## src/rtl/asram_pkg.sv

```systemverilog
`timescale 1ns/1ps
package asram_pkg;

  localparam int DW    = 16;
  localparam int LANES = DW / 8;

  typedef enum logic [2:0] {
    S_IDLE   = 3'd0,
    S_RACC   = 3'd1,
    S_RTURN  = 3'd2,
    S_WTURN  = 3'd3,
    S_WPULSE = 3'd4,
    S_WHOLD  = 3'd5,
    S_DONE   = 3'd6
  } st_e;

  // Round a picosecond minimum up to whole clock cycles, never below one.
  function automatic int ns_to_cyc(input int t_ps, input int clk_ps);
    int c;
    c = (t_ps + clk_ps - 1) / clk_ps;
    return (c < 1) ? 1 : c;
  endfunction

  // Keep a byte only when its lane was selected.
  function automatic logic [7:0] lane_pick(input logic en, input logic [7:0] v);
    return en ? v : 8'h00;
  endfunction

endpackage

```

## src/rtl/asram_seq.sv

```systemverilog
`timescale 1ns/1ps
module asram_seq
  import asram_pkg::*;
#(
  parameter int T_RD   = 1,
  parameter int T_WP   = 1,
  parameter int T_TURN = 1
) (
  input  logic clk,
  input  logic rst_n,
  input  logic req_valid,
  input  logic req_write,
  output st_e  state_o,
  output logic cnt_zero_o,
  output logic accept_o
);

  localparam int MAXL = (T_RD > T_WP) ? ((T_RD > T_TURN) ? T_RD : T_TURN)
                                      : ((T_WP > T_TURN) ? T_WP : T_TURN);
  localparam int CW = $clog2(MAXL + 1);

  st_e           st;
  logic [CW-1:0] cnt;
  logic          advance;
  st_e           st_nx;

  function automatic st_e succ(input st_e s, input logic wr);
    case (s)
      S_IDLE:   return wr ? S_WTURN : S_RACC;
      S_RACC:   return S_RTURN;
      S_RTURN:  return S_DONE;
      S_WTURN:  return S_WPULSE;
      S_WPULSE: return S_WHOLD;
      S_WHOLD:  return S_DONE;
      default:  return S_IDLE;
    endcase
  endfunction

  function automatic logic [CW-1:0] load_of(input st_e s);
    case (s)
      S_RACC:           return CW'(T_RD - 1);
      S_RTURN, S_WTURN: return CW'(T_TURN - 1);
      S_WPULSE:         return CW'(T_WP - 1);
      default:          return '0;
    endcase
  endfunction

  assign accept_o   = (st == S_IDLE) && req_valid;
  assign cnt_zero_o = (cnt == '0);
  assign advance    = (st == S_IDLE) ? req_valid : cnt_zero_o;
  assign st_nx      = succ(st, req_write);
  assign state_o    = st;

  always_ff @(posedge clk) begin
    if (!rst_n) begin
      st  <= S_IDLE;
      cnt <= '0;
    end else if (advance) begin
      st  <= st_nx;
      cnt <= load_of(st_nx);
    end else if (cnt != '0) begin
      cnt <= cnt - 1'b1;
    end
  end

endmodule

```

## src/rtl/asram_path.sv

```systemverilog
`timescale 1ns/1ps
module asram_path
  import asram_pkg::*;
#(
  parameter int ADDR_W = 16
) (
  input  logic              clk,
  input  logic              rst_n,
  input  st_e               state_i,
  input  logic              cnt_zero_i,
  input  logic              accept_i,
  input  logic [ADDR_W-1:0] req_addr,
  input  logic [DW-1:0]     req_wdata,
  input  logic [LANES-1:0]  req_bmask,
  output logic [ADDR_W-1:0] mem_addr,
  output logic              mem_cs_n,
  output logic              mem_oe_n,
  output logic              mem_we_n,
  output logic [LANES-1:0]  mem_be_n,
  output logic [DW-1:0]     mem_dq_out,
  output logic              mem_dq_oe,
  input  logic [DW-1:0]     mem_dq_in,
  output logic [DW-1:0]     rdata
);

  logic [ADDR_W-1:0] addr_q;
  logic [DW-1:0]     wdata_q;
  logic [LANES-1:0]  mask_q;
  logic [DW-1:0]     rdata_q;

  // Named internal events
  logic acc_win, wr_frame, wr_pulse, bus_drive, capture, sel_any;

  assign acc_win   = (state_i == S_RACC);
  assign wr_pulse  = (state_i == S_WPULSE);
  assign wr_frame  = (state_i == S_WTURN) || wr_pulse || (state_i == S_WHOLD);
  assign bus_drive = wr_pulse || (state_i == S_WHOLD);
  assign capture   = acc_win && cnt_zero_i;
  assign sel_any   = acc_win || wr_frame;

  always_ff @(posedge clk) begin
    if (!rst_n) begin
      addr_q  <= '0;
      wdata_q <= '0;
      mask_q  <= '0;
    end else if (accept_i) begin
      addr_q  <= req_addr;
      wdata_q <= req_wdata;
      mask_q  <= req_bmask;
    end
  end

  for (genvar g = 0; g < LANES; g++) begin : g_lane
    always_ff @(posedge clk) begin
      if (!rst_n)
        rdata_q[g*8 +: 8] <= 8'h00;
      else if (capture)
        rdata_q[g*8 +: 8] <= lane_pick(mask_q[g], mem_dq_in[g*8 +: 8]);
    end
    assign mem_be_n[g] = !(sel_any && mask_q[g]);
  end

  assign mem_addr   = addr_q;
  assign mem_cs_n   = !sel_any;
  assign mem_oe_n   = !acc_win;
  assign mem_we_n   = !wr_pulse;
  assign mem_dq_out = wdata_q;
  assign mem_dq_oe  = bus_drive;
  assign rdata      = rdata_q;

endmodule

```

## src/rtl/asram_ctrl.sv

```systemverilog
`timescale 1ns/1ps
module asram_ctrl
  import asram_pkg::*;
#(
  parameter int ADDR_W = 16,
  parameter int CLK_PS = 20000,
  parameter int T_RD   = ns_to_cyc(15000, CLK_PS),
  parameter int T_WP   = ns_to_cyc(10000, CLK_PS),
  parameter int T_TURN = ns_to_cyc(6000, CLK_PS)
) (
  input  logic              clk,
  input  logic              rst_n,
  input  logic              req_valid,
  output logic              req_ready,
  input  logic              req_write,
  input  logic [ADDR_W-1:0] req_addr,
  input  logic [15:0]       req_wdata,
  input  logic [1:0]        req_bmask,
  output logic              rsp_done,
  output logic [15:0]       rsp_rdata,
  output logic [ADDR_W-1:0] mem_addr,
  output logic              mem_cs_n,
  output logic              mem_oe_n,
  output logic              mem_we_n,
  output logic              mem_ub_n,
  output logic              mem_lb_n,
  output logic [15:0]       mem_dq_out,
  output logic              mem_dq_oe,
  input  logic [15:0]       mem_dq_in
);

  st_e        state;
  logic       cnt_zero;
  logic       accept;
  logic [1:0] be_n;

  asram_seq #(.T_RD(T_RD), .T_WP(T_WP), .T_TURN(T_TURN)) u_seq (
    .clk        (clk),
    .rst_n      (rst_n),
    .req_valid  (req_valid),
    .req_write  (req_write),
    .state_o    (state),
    .cnt_zero_o (cnt_zero),
    .accept_o   (accept)
  );

  asram_path #(.ADDR_W(ADDR_W)) u_path (
    .clk        (clk),
    .rst_n      (rst_n),
    .state_i    (state),
    .cnt_zero_i (cnt_zero),
    .accept_i   (accept),
    .req_addr   (req_addr),
    .req_wdata  (req_wdata),
    .req_bmask  (req_bmask),
    .mem_addr   (mem_addr),
    .mem_cs_n   (mem_cs_n),
    .mem_oe_n   (mem_oe_n),
    .mem_we_n   (mem_we_n),
    .mem_be_n   (be_n),
    .mem_dq_out (mem_dq_out),
    .mem_dq_oe  (mem_dq_oe),
    .mem_dq_in  (mem_dq_in),
    .rdata      (rsp_rdata)
  );

  assign mem_ub_n  = be_n[1];
  assign mem_lb_n  = be_n[0];
  assign req_ready = (state == S_IDLE);
  assign rsp_done  = (state == S_DONE);

endmodule

```

## config.mk

```make
export PLATFORM = sky130hd
export DESIGN_NAME = asram_ctrl
export DESIGN_NICKNAME = d
export VERILOG_FILES = /design/src/rtl/asram_pkg.sv /design/src/rtl/asram_seq.sv /design/src/rtl/asram_path.sv /design/src/rtl/asram_ctrl.sv
export SDC_FILE = /design/constraint.sdc
export NUM_CORES = 1
export LEC_CHECK = 0
export ABC_AREA = 1
export BUFFER_PORTS_ARGS = -buffer_cell sky130_fd_sc_hd__buf_2
export CAP_MARGIN = 25
export CORE_UTILIZATION = 49
export CTS_CLUSTER_SIZE = 25
export DETAILED_ROUTE_END_ITERATION = 12
export PLACE_DENSITY = 0.93
export SYNTH_ARGS = -nofsm -noshare
export SYNTH_HDL_FRONTEND = slang
export SYNTH_HIERARCHICAL = 1
export SYNTH_SLANG_ARGS = --single-unit
```

## constraint.sdc

```tcl
create_clock -name clk -period 2.5 [get_ports clk]
set_input_delay 0.375 -clock clk [delete_from_list [all_inputs] [get_ports clk]]
set_output_delay 0.375 -clock clk [all_outputs]
set_load 0.02 [all_outputs]
```

==> run_results.csv <==
group,metric,value,unit
final_layout,drive_gt1_frac,0.326,
sta,fin_crit,1.95,ns
detailed_routing,avgViaCountPerCell,4.91,
clocking,cts_tree,"built",
die,ios,110,
synthesis,synth_top_cell_by_area,"dfxtp_1",
detailed_routing,drt_first_pass_iters,4,
clocking,cts_buffers,5,
clocking,clock-root-buffer,"clkbuf_8",
sta,finalCritPeriodShare,0.779,
detailed_routing,vias,2288,
die,dieWidth,69.6,µm
power_and_ir_drop,peakVddDrop,0.610,mV
critical_path,crit_path_start_kind,"flip-flop",
sta,max_freq,0.514,GHz
clocking,clock_path_buffers,2,
placement,place.gp.congestion,0.798,
detailed_routing,drc,0,
placement,port_buffers,109,
synthesis,syn_area,2240,µm²
worst_hold_path,hold_class,"primary input to flip-flop",
clocking,clkSinkCount,54,
global_route,grt_pass1_vias,2103,
detailed_routing,routed_wl,5140,µm
worst_hold_path,holdPathStages,3,
global_route,grt_pass1_wl,8740,µm
final_layout,final_nets,468,
clocking,path_clk_slew,0.09,ns
sta,hold_violations,0,
placement,dpl-instance-area,2760,µm²
sta,tns,0,ns
synthesis,synth_seq_area_share,0.483,
sta,drv_slew,0,
detailed_routing,ant_nets,0,
die,dieArea,4840,µm²
sta,rsz0062_at_grt,"no",
sta,max-slew-margin-rel,0.493,
die,rows,24,
global_route,grt_max_degree,54,
critical_path,cp_data_required_time,2.12,ns
synthesis,avgSynthCellArea,7.15,µm²
flow_run,drv_cap,0,
global_route,grt.total_usage,0.218,
detailed_routing,drt_iter0_markers,127,
power_and_ir_drop,pwr_density_cell,1130,nW/µm²
detailed_routing,drt-wirelength-per-cell,11.0,µm
clocking,ctsHoldBuffers,0,
synthesis,yosys-top-cells-area,"dfxtp_1, nor2_1, nand2_1",
sta,finalClockSkew,0.00548,ns
final_layout,final_area,2860,µm²
critical_path,cp_max_fo,16,
global_route,globalRouteOverflowTotal,0,
critical_path,rr_worst_depth,6,
die,initial_core_util,0.510,
final_layout,diodes,0,
critical_path,critPathCaptureType,"output pin",
placement,hpwl,3630,µm
final_layout,n_fill_cell,391,
sta,setup_violations,0,
synthesis,yosysWarnings,6,
clocking,post_cts_resize_count,0,
critical_path,cp.arrival,1.57,ns
outcome,status,"finished, final reports clean",
die,dieHeight,69.6,µm
sta,worst_pin_slew,0.760,ns
synthesis,ys_seq_elements,54,
synthesis,synth_cell_types,22,
synthesis,synth_top_area_share,0.483,
synthesis,syn-num-nets,368,
critical_path,crit_type,"flip-flop to output pin",
clocking,insertion_delay,0.30,ns
clocking,htreeDepth,2,
die,core_region_area,4380,µm²
power_and_ir_drop,power.leakage,1.53,nW
synthesis,synthCells,313,
clocking,post_cts_buffers,0,
final_layout,syn_to_final_growth,28.0,%
global_route,antenna_found_initial,0,
==> worst max-delay path, cell delays in order, from the launching register on <==
cell and delay [ns]:
dfxtp_1 0.58, inv_2 0.10, nor2_4 0.29, o21ai_0 0.12, buf_2 0.18
==> layout by cell type, fill, tap and decap left out <==
cell type,instances
nor2_4,2
nand3_1,3
nor2_2,7
clkbuf_8,7
buf_4,1
nand2_2,1
a21oi_1,2
conb_1,1
nor3_1,1
nor2_1,102
dfxtp_1,54
nand3_4,1
nand4_1,14
nand3_2,1
ha_1,1
clkinv_4,1
buf_2,109
inv_1,16
inv_2,5
o21ai_0,36
nand2_1,49
==> where the power goes <==
group	switching (mW)	total [mW]	internal, mW
Sequential	0.186	1.31	1.13
Combinational	0.938	1.39	0.451
Clock	0.273	0.527	0.254
Total	1.40	3.23	1.83
==> Yosys cell counts <==
cell type    n
nor3_1       1
nand2_1     49
nor2_4       2
nor2_1     102
a21oi_1      2
clkbuf_2     3
buf_2        8
nand3_1      3
nand2_2      1
inv_2        5
o21ai_0     36
nor2_2       7
ha_1         1
nand3_4      1
conb_1       1
nand4_1     14
inv_1       16
nand3_2      1
buf_6        1
buf_8        1
dfxtp_1     54
clkbuf_1     4
==> flip-flops by register name (all words and copies together), names as in the netlist <==
| signal | cells |
|---|---|
| u_path/mask_q | 2 |
| u_path/mem_addr | 16 |
| u_path/mem_dq_out | 16 |
| u_path/rdata | 16 |
| u_seq/cnt | 1 |
| u_seq/state_o | 3 |
==> kinds of logic (layout without fill, tap and decap cells) <==
logic type / Yosys count / count (layout) / synth area share
flip-flops: 54 / 54 / 0.483
adder cells (fa/ha/maj): 1 / 1 / 0.00559
other: 1 / 1 / 0.00168
AO/OA/AOI/OAI: 38 / 38 / 0.0850
AND/OR/NAND/NOR: 181 / 181 / 0.346
buffers and inverters: 38 / 139 / 0.0783
==> per-stage QoR <==
| stage | instances | hold slack, ns | setup WS [ns] | utilization | power [mW] |
|---|---|---|---|---|---|
| 5_1_grt | 466 | 0.288 | 0.432 | 0.653 | 3.47 |
| 4_1_cts | 466 | 0.285 | 0.548 | 0.653 | 3.26 |
| 6_report | 466 | 0.295 | 0.553 | 0.653 | 3.23 |
| 3_3_place_gp | 458 | 0.460 | 0.944 | 0.629 | 2.67 |
| 3_5_place_dp | 458 | 0.471 | 0.890 | 0.629 | 2.72 |
| 2_1_floorplan | 313 | 0.496 | 0.800 | - | 2.30 |
==> cell type report <==
class                   instances  area [µm²]  share of cell area
well taps                      52        65.1              0.0227
inverters                      21        78.8              0.0275
clock buffers                   7        96.3              0.0336
multi-input cells             221         981               0.343
flip-flops and latches         54        1080               0.377
repair buffers                110         553               0.193
clock inverters                 1        8.76             0.00306
==> routing by layer <==
| metal | routed length (µm) | track usage | part of all wire | vias up |
|---|---|---|---|---|
| met4 | 38 | 0.0680 | 0.0074 | 0 |
| met1 | 2240 | 0.259 | 0.44 | 1011 |
| met3 | 410 | 0.0567 | 0.080 | 4 |
| li1 | - | - | - | 1179 |
| met2 | 2450 | 0.383 | 0.48 | 94 |
| met5 | 0 | 0 | 0 | - |
==> worst paths after layout <==
check	from	slack, ns	endpoint
setup / recovery	u_seq/state_o[0]	0.55	mem_lb_n
hold / removal	req_addr[4]	0.29	u_path/mem_addr[4]
setup reg to reg	u_seq/state_o[0]	0.90	u_path/mem_dq_out[6]
hold reg to reg	u_path/rdata[8]	0.49	u_path/rdata[8]
(Power assumes the default switching activity.)
